===== src/rtl/srec_pkg.sv =====
// Shared parse-state type and character codes for the S-record loader.
// Assumes 8-bit ASCII input.
package srec_pkg;
    typedef enum logic [3:0] {
        ST_IDLE, ST_TYPE, ST_CNT_HI, ST_CNT_LO, ST_ADDR, ST_DAT_HI,
        ST_DAT_LO, ST_CHK_HI, ST_CHK_LO, ST_EOL, ST_SKIP, ST_ERR
    } pstate_t;

    localparam logic [7:0] CH_S  = 8'h53;
    localparam logic [7:0] CH_0  = 8'h30;
    localparam logic [7:0] CH_3  = 8'h33;
    localparam logic [7:0] CH_7  = 8'h37;
    localparam logic [7:0] CH_9  = 8'h39;
    localparam logic [7:0] CH_LF = 8'h0A;
    localparam logic [7:0] CH_CR = 8'h0D;
endpackage


===== src/rtl/srec_hex_decode.sv =====
// Combinational ASCII hex digit decoder.
// Accepts '0'-'9' and uppercase 'A'-'F' only; flags anything else.
module srec_hex_decode (
    input  logic [7:0] ch,
    output logic       is_hex,
    output logic [3:0] val
);
    // Decode the digit value and its validity.
    always_comb begin
        is_hex = 1'b0;
        val    = 4'h0;
        if (ch >= 8'h30 && ch <= 8'h39) begin
            is_hex = 1'b1;
            val    = ch[3:0];
        end else if (ch >= 8'h41 && ch <= 8'h46) begin
            is_hex = 1'b1;
            val    = ch[3:0] + 4'd9;
        end
    end
endmodule


===== src/rtl/srec_csum_acc.sv =====
// Modulo-256 byte accumulator for the record checksum.
// Pure datapath: the value is defined only after the first clear.
module srec_csum_acc (
    input  logic       clk,
    input  logic       clr,
    input  logic       add,
    input  logic [7:0] add_byte,
    output logic [7:0] sum
);
    logic [7:0] sum_q;

    // Clear at record start, add each completed byte.
    always_ff @(posedge clk) begin
        if (clr)      sum_q <= 8'h00;
        else if (add) sum_q <= sum_q + add_byte;
    end

    assign sum = sum_q;
endmodule


===== src/rtl/srec_line_ctr.sv =====
// Text line counter: starts at 1 and steps on each enabled line feed.
// Assumes the caller gates inc with the line-feed decode.
module srec_line_ctr #(
    parameter int LINE_W = 16
) (
    input  logic              clk,
    input  logic              rst_n,
    input  logic              inc,
    output logic [LINE_W-1:0] line
);
    logic [LINE_W-1:0] line_q;

    // Count line feeds from a reset value of one.
    always_ff @(posedge clk) begin
        if (!rst_n)   line_q <= LINE_W'(1);
        else if (inc) line_q <= line_q + LINE_W'(1);
    end

    assign line = line_q;

    // every counted line feed moves the line number.
    a_r9_line_moves: assert property (@(posedge clk) disable iff (!rst_n)
        inc |=> line != $past(line));
endmodule


===== src/rtl/srec_loader_parser.sv =====
// S-record text parser emitting byte write transactions.
// Takes one character per char_valid cycle. Handles data records carrying
// a 32-bit address and the matching end record; skips other digit types.
// Assumes ADDR_W is a multiple of 8. Stops on the first error until reset.
module srec_loader_parser
    import srec_pkg::*;
#(
    parameter int ADDR_W = 32,
    parameter int LINE_W = 16
) (
    input  logic              clk,
    input  logic              rst_n,
    input  logic              char_valid,
    input  logic [7:0]        char_in,
    output logic              wr_valid,
    output logic [ADDR_W-1:0] wr_addr,
    output logic [7:0]        wr_data,
    output logic              loading,
    output logic              err,
    output logic [LINE_W-1:0] err_line
);
    localparam int         ADDR_NIB  = ADDR_W / 4;
    localparam int         NIB_W     = $clog2(ADDR_NIB);
    localparam logic [7:0] MIN_COUNT = 8'(ADDR_NIB / 2 + 1);
    localparam logic [NIB_W-1:0] LAST_NIB = NIB_W'(ADDR_NIB - 1);

    pstate_t           st_q, st_d;
    logic [3:0]        nib_hi_q, nib_hi_d;
    logic [7:0]        cnt_q, cnt_d;
    logic [NIB_W-1:0]  nib_idx_q, nib_idx_d;
    logic [ADDR_W-1:0] addr_q, addr_d;
    logic [ADDR_W-1:0] wr_addr_q;
    logic [7:0]        wr_data_q;
    logic              wr_valid_q, loading_q, err_q;
    logic [LINE_W-1:0] err_line_q;

    logic              is_hex;
    logic [3:0]        nib;
    logic [7:0]        byte_v;
    logic [7:0]        csum_sum;
    logic [LINE_W-1:0] line_cur;
    logic              wr_fire, csum_clr, csum_add, load_set, load_clr, bad;
    logic              lf_seen;

    srec_hex_decode u_hex (
        .ch     (char_in),
        .is_hex (is_hex),
        .val    (nib)
    );

    assign byte_v = {nib_hi_q, nib};

    srec_csum_acc u_csum (
        .clk      (clk),
        .clr      (csum_clr),
        .add      (csum_add),
        .add_byte (byte_v),
        .sum      (csum_sum)
    );

    assign lf_seen = char_valid && (char_in == CH_LF) && (st_q != ST_ERR);

    srec_line_ctr #(.LINE_W(LINE_W)) u_line (
        .clk   (clk),
        .rst_n (rst_n),
        .inc   (lf_seen),
        .line  (line_cur)
    );

    // Next-state and datapath control, evaluated only on a strobed character.
    always_comb begin
        st_d      = st_q;
        nib_hi_d  = nib_hi_q;
        cnt_d     = cnt_q;
        nib_idx_d = nib_idx_q;
        addr_d    = addr_q;
        wr_fire   = 1'b0;
        csum_clr  = 1'b0;
        csum_add  = 1'b0;
        load_set  = 1'b0;
        load_clr  = 1'b0;
        bad       = 1'b0;
        if (char_valid) begin
            unique case (st_q)
                ST_IDLE: if (char_in == CH_S) st_d = ST_TYPE;
                ST_TYPE: begin
                    if (char_in == CH_3) begin
                        st_d     = ST_CNT_HI;
                        load_set = 1'b1;
                        csum_clr = 1'b1;
                    end else if (char_in == CH_7) begin
                        st_d     = ST_SKIP;
                        load_clr = 1'b1;
                    end else if (char_in >= CH_0 && char_in <= CH_9) begin
                        st_d = ST_SKIP;
                    end else begin
                        bad = 1'b1;
                    end
                end
                ST_CNT_HI: begin
                    if (!is_hex) bad = 1'b1;
                    else begin
                        nib_hi_d = nib;
                        st_d     = ST_CNT_LO;
                    end
                end
                ST_CNT_LO: begin
                    if (!is_hex || byte_v < MIN_COUNT) bad = 1'b1;
                    else begin
                        cnt_d     = byte_v - MIN_COUNT;
                        csum_add  = 1'b1;
                        nib_idx_d = '0;
                        st_d      = ST_ADDR;
                    end
                end
                ST_ADDR: begin
                    if (!is_hex) bad = 1'b1;
                    else begin
                        addr_d    = {addr_q[ADDR_W-5:0], nib};
                        nib_idx_d = nib_idx_q + NIB_W'(1);
                        if (nib_idx_q[0]) csum_add = 1'b1;
                        else              nib_hi_d = nib;
                        if (nib_idx_q == LAST_NIB)
                            st_d = (cnt_q == 8'd0) ? ST_CHK_HI : ST_DAT_HI;
                    end
                end
                ST_DAT_HI: begin
                    if (!is_hex) bad = 1'b1;
                    else begin
                        nib_hi_d = nib;
                        st_d     = ST_DAT_LO;
                    end
                end
                ST_DAT_LO: begin
                    if (!is_hex) bad = 1'b1;
                    else begin
                        wr_fire  = 1'b1;
                        csum_add = 1'b1;
                        addr_d   = addr_q + ADDR_W'(1);
                        cnt_d    = cnt_q - 8'd1;
                        st_d     = (cnt_q == 8'd1) ? ST_CHK_HI : ST_DAT_HI;
                    end
                end
                ST_CHK_HI: begin
                    if (!is_hex) bad = 1'b1;
                    else begin
                        nib_hi_d = nib;
                        st_d     = ST_CHK_LO;
                    end
                end
                ST_CHK_LO: begin
                    if (!is_hex || byte_v != ~csum_sum) bad = 1'b1;
                    else st_d = ST_EOL;
                end
                ST_EOL: begin
                    if (char_in == CH_LF)      st_d = ST_IDLE;
                    else if (char_in != CH_CR) bad = 1'b1;
                end
                ST_SKIP: if (char_in == CH_LF) st_d = ST_IDLE;
                ST_ERR:  st_d = ST_ERR;
                default: st_d = ST_IDLE;
            endcase
            if (bad) st_d = ST_ERR;
        end
    end

    // Datapath registers: no reset needed, always written before use.
    always_ff @(posedge clk) begin
        nib_hi_q  <= nib_hi_d;
        cnt_q     <= cnt_d;
        nib_idx_q <= nib_idx_d;
        addr_q    <= addr_d;
        if (wr_fire) begin
            wr_addr_q <= addr_q;
            wr_data_q <= byte_v;
        end
    end

    // Control registers: state, strobes and flags with a defined reset.
    always_ff @(posedge clk) begin
        if (!rst_n) begin
            st_q       <= ST_IDLE;
            wr_valid_q <= 1'b0;
            loading_q  <= 1'b0;
            err_q      <= 1'b0;
            err_line_q <= '0;
        end else begin
            st_q       <= st_d;
            wr_valid_q <= wr_fire;
            if (load_set)      loading_q <= 1'b1;
            else if (load_clr) loading_q <= 1'b0;
            if (bad) begin
                err_q      <= 1'b1;
                err_line_q <= line_cur;
            end
        end
    end

    assign wr_valid = wr_valid_q;
    assign wr_addr  = wr_addr_q;
    assign wr_data  = wr_data_q;
    assign loading  = loading_q;
    assign err      = err_q;
    assign err_line = err_line_q;

    // without a strobe nothing is written and the flags hold.
    a_r1_quiet_hold: assert property (@(posedge clk) disable iff (!rst_n)
        !char_valid |=> !wr_valid && $stable(loading) && $stable(err));

    // writes only happen inside a load.
    a_r5_write_in_load: assert property (@(posedge clk) disable iff (!rst_n)
        wr_valid |-> loading);

    // the error flag and its line number stick.
    a_r8_err_sticky: assert property (@(posedge clk) disable iff (!rst_n)
        err |=> err && $stable(err_line));

    // no write once an error is latched.
    a_r8_no_write_on_err: assert property (@(posedge clk) disable iff (!rst_n)
        err |-> !wr_valid);
endmodule


===== config.mk =====
export PLATFORM = sky130hd
export DESIGN_NAME = srec_loader_parser
export DESIGN_NICKNAME = d
export VERILOG_FILES = /design/src/rtl/srec_pkg.sv /design/src/rtl/srec_hex_decode.sv /design/src/rtl/srec_csum_acc.sv /design/src/rtl/srec_line_ctr.sv /design/src/rtl/srec_loader_parser.sv
export SDC_FILE = /design/constraint.sdc
export NUM_CORES = 1
export LEC_CHECK = 0
export BUFFER_PORTS_ARGS = -buffer_cell sky130_fd_sc_hd__buf_4
export CAP_MARGIN = 25
export CORE_MARGIN = 5
export CORE_UTILIZATION = 64
export DETAILED_ROUTE_END_ITERATION = 16
export PLACE_DENSITY_LB_ADDON = 0.05
export SYNTH_ARGS = -nofsm -noshare
export SYNTH_HDL_FRONTEND = slang
export SYNTH_SLANG_ARGS = --single-unit

===== constraint.sdc =====
create_clock -name clk -period 7.5 [get_ports clk]
set_clock_uncertainty 0.05 [all_clocks]
set_input_delay 0.75 -clock clk [delete_from_list [all_inputs] [get_ports clk]]
set_output_delay 0.75 -clock clk [all_outputs]
set_load 0.03 [all_outputs]

==> impl_metrics.ini <==
[outcome]
status = finished clean

[grt]
use_met1_pct = 29.6
antenna_found_initial = 0
grt_busiest_layer = met2
grt_start_max_net_pins = 67
grt_pass1_vias = 5024
grt.met3_usage_pct = 4.93
grt_overflow = 0
globalRouteMet2Util_pct = 40.4
grt_usage_pct = 23.4
grt_pass1_wl_um = 24500

[critical_path]
end_kind = flip-flop
crit_fanout = 6
critPathLaunchType = input pin
crit_arrival_ns = 4.13
crit_type = input pin to flip-flop
crit_required_ns = 7.91

[logic_synthesis]
netlist_top_cells_count = nand2_1, edfxtp_1, dfxtp_1
synth_area_leaders = edfxtp_1, dfxtp_1, nand2_1
syn_area_um2 = 6850
synth_edf_count = 87
ys_types = 73
yosysTopAreaCell = edfxtp_1
yosysWarningCount = 0
synthArstFlopShare_pct = 0
ys_ff_latch = 134
synth.most_common_cell = nand2_1
synth.avg_cell_area_um2 = 10.6
ys_seq_area_share_pct = 51.9
ys.flop_type = edfxtp_1
synthCells = 646
netlist.area_leader.share_pct = 38.1
syn-num-nets = 676

[clock_tree]
cts_resized = 0
holdBufCountCts = 0
clockBufferDepth = 2
tritoncts = yes
numCtsBuffers = 17
post_cts_buffers = 0
cts_sinks = 134
clkLatencyLatePin_ns = 0.53
h-tree-depth = 4
clkTransAtPathRegs_ns = 0.06
root_buffer = clkbuf_8

[sta]
max_clock_freq_mhz = 269
setup_viol = 0
fin_crit_ns = 3.72
hold_violations = 0
maxSlewHeadroom_pct = 39.6
min_period_over_period_pct = 49.6
finalSetupTns_ns = 0
tightest_slew_ns = 0.893
final.setup.worst_slack_ns = 3.78
drv_slew = 0
rsz0062_at_grt = no

[placed_design]
dp.final_hpwl_um = 9710
place_ws_ns = 3.33
post-place-cells = 829
io_buffers = 69
gp_congestion = 0.891

[floorplan]
start_util_pct = 66.1
die_area_um2 = 12900
io_pins = 70
die_x_um = 113
fp.dieH_um = 113
design.core.area_um2 = 10400
rows = 37

[cells_and_area]
fill_cells = 683
drive_gt1_share_pct = 19.3
nets = 743
diodes = 0
final_cell_count_no_fill = 862
area_growth_syn_to_layout_pct = 18.1

[detailed_routing]
vias_per_cell = 5.98
initialDrtViolationCount = 314
wl_per_cell_um = 17.0
num_vias = 5151
drc = 0
drtAntennaViolNets = 0
drtPass1Iterations = 5
routed_wl_um = 14700

[power_and_ir_drop]
finalPower_mw = 1.88
p_leak_nw = 3.11
power_density_nw_per_um2 = 233
ir_drop_uv = 144

[flow_run]
maxCapViolCount = 0

[min_path]
hp-class = flip-flop to flip-flop
-- layer usage --
layer | part of all wire, % | wire, um
met1 | 42 | 6210
met2 | 50 | 7400
met3 | 5.6 | 817
met4 | 1.5 | 225
met5 | 0 | 0
-- report_power, final --
part / total, mW / switching (mW) / internal, mW
combinational: 0.252 / 0.137 / 0.115
sequential: 0.834 / 0.0391 / 0.795
clock: 0.799 / 0.323 / 0.476
-- path summary, 6_finish.rpt --
path         cells past startpoint  slack, ns            end   startpoint
min reg2reg                      2       0.41    err_line[8]  err_line[8]
min                              2       0.41    err_line[8]  err_line[8]
max reg2reg                      5       4.89  u_csum.sum[7]      st_q[2]
max                             16       3.78  u_csum.sum[7]   char_in[0]
-- kinds of logic after synthesis --
group,after synthesis,synth area share [%]
mux,28,4.13
compound gates,101,9.90
simple gates,260,20.1
flops,134,51.9
fa+ha+maj,19,3.58
xor+xnor,59,7.54
buf+inv,45,2.87
-- final cells by class --
type,count,area (um2),share of cell area (%)
clock buffer,18,418,5.17
tap,136,170,2.10
timing repair buffer,75,608,7.52
multi-input combinational,467,3120,38.6
clock inverter,14,153,1.89
inverter,18,67.6,0.835
sequential,134,3550,43.9
-- registers in the layout, summed over array words and instances (netlist names) --
| register | count |
|---|---|
| u_line.line | 16 |
| u_csum.sum | 8 |
| addr_q | 32 |
| err | 1 |
| wr_addr | 32 |
| nib_hi_q | 4 |
| wr_valid | 1 |
| nib_idx_q | 3 |
| wr_data | 8 |
| err_line | 16 |
| st_q | 4 |
| loading | 1 |
| cnt_q | 8 |
-- critical path, cell delays in order --
cell and delay (ns):
buf_4 0.10, inv_1 0.07, ha_1 0.23, o21ba_2 0.22
o21ai_2 0.27, mux2i_1 0.35, inv_1 0.08, nand2_1 0.13
inv_1 0.11, ha_1 0.31, a21oi_1 0.18, o21ai_0 0.14
a2111oi_0 0.63, nor3b_1 0.14, nor3b_2 0.22, mux2i_1 0.20
-- metrics by stage --
stage | instance area, um2 | hold slack (ns) | utilization [%]
after global routing | 8090 | 0.430 | 78.0
after CTS | 8070 | 0.412 | 77.8
after detailed placement | 7500 | 0.399 | 72.3
final | 8090 | 0.408 | 78.0
after floorplan | 6850 | 0.388 | -
after global placement | 7450 | 0.393 | 71.9
-- layout by cell type, fill, tap and decap left out, types with 5 or more instances in the layout --
| cell | n |
|---|---|
| edfxtp_1 | 87 |
| nor3_1 | 7 |
| mux2i_1 | 26 |
| and2_1 | 18 |
| o21ai_0 | 39 |
| xnor2_1 | 28 |
| dfxtp_1 | 47 |
| nor2b_1 | 7 |
| nand4_1 | 13 |
| a21oi_1 | 15 |
| ha_1 | 18 |
| xor2_1 | 31 |
| nor3_2 | 6 |
| a31oi_1 | 5 |
| buf_4 | 72 |
| inv_1 | 17 |
| nand3_1 | 21 |
| and3_1 | 9 |
| clkbuf_16 | 16 |
| nor2_1 | 36 |
| nand2_1 | 101 |
(Power assumes the default switching activity.)
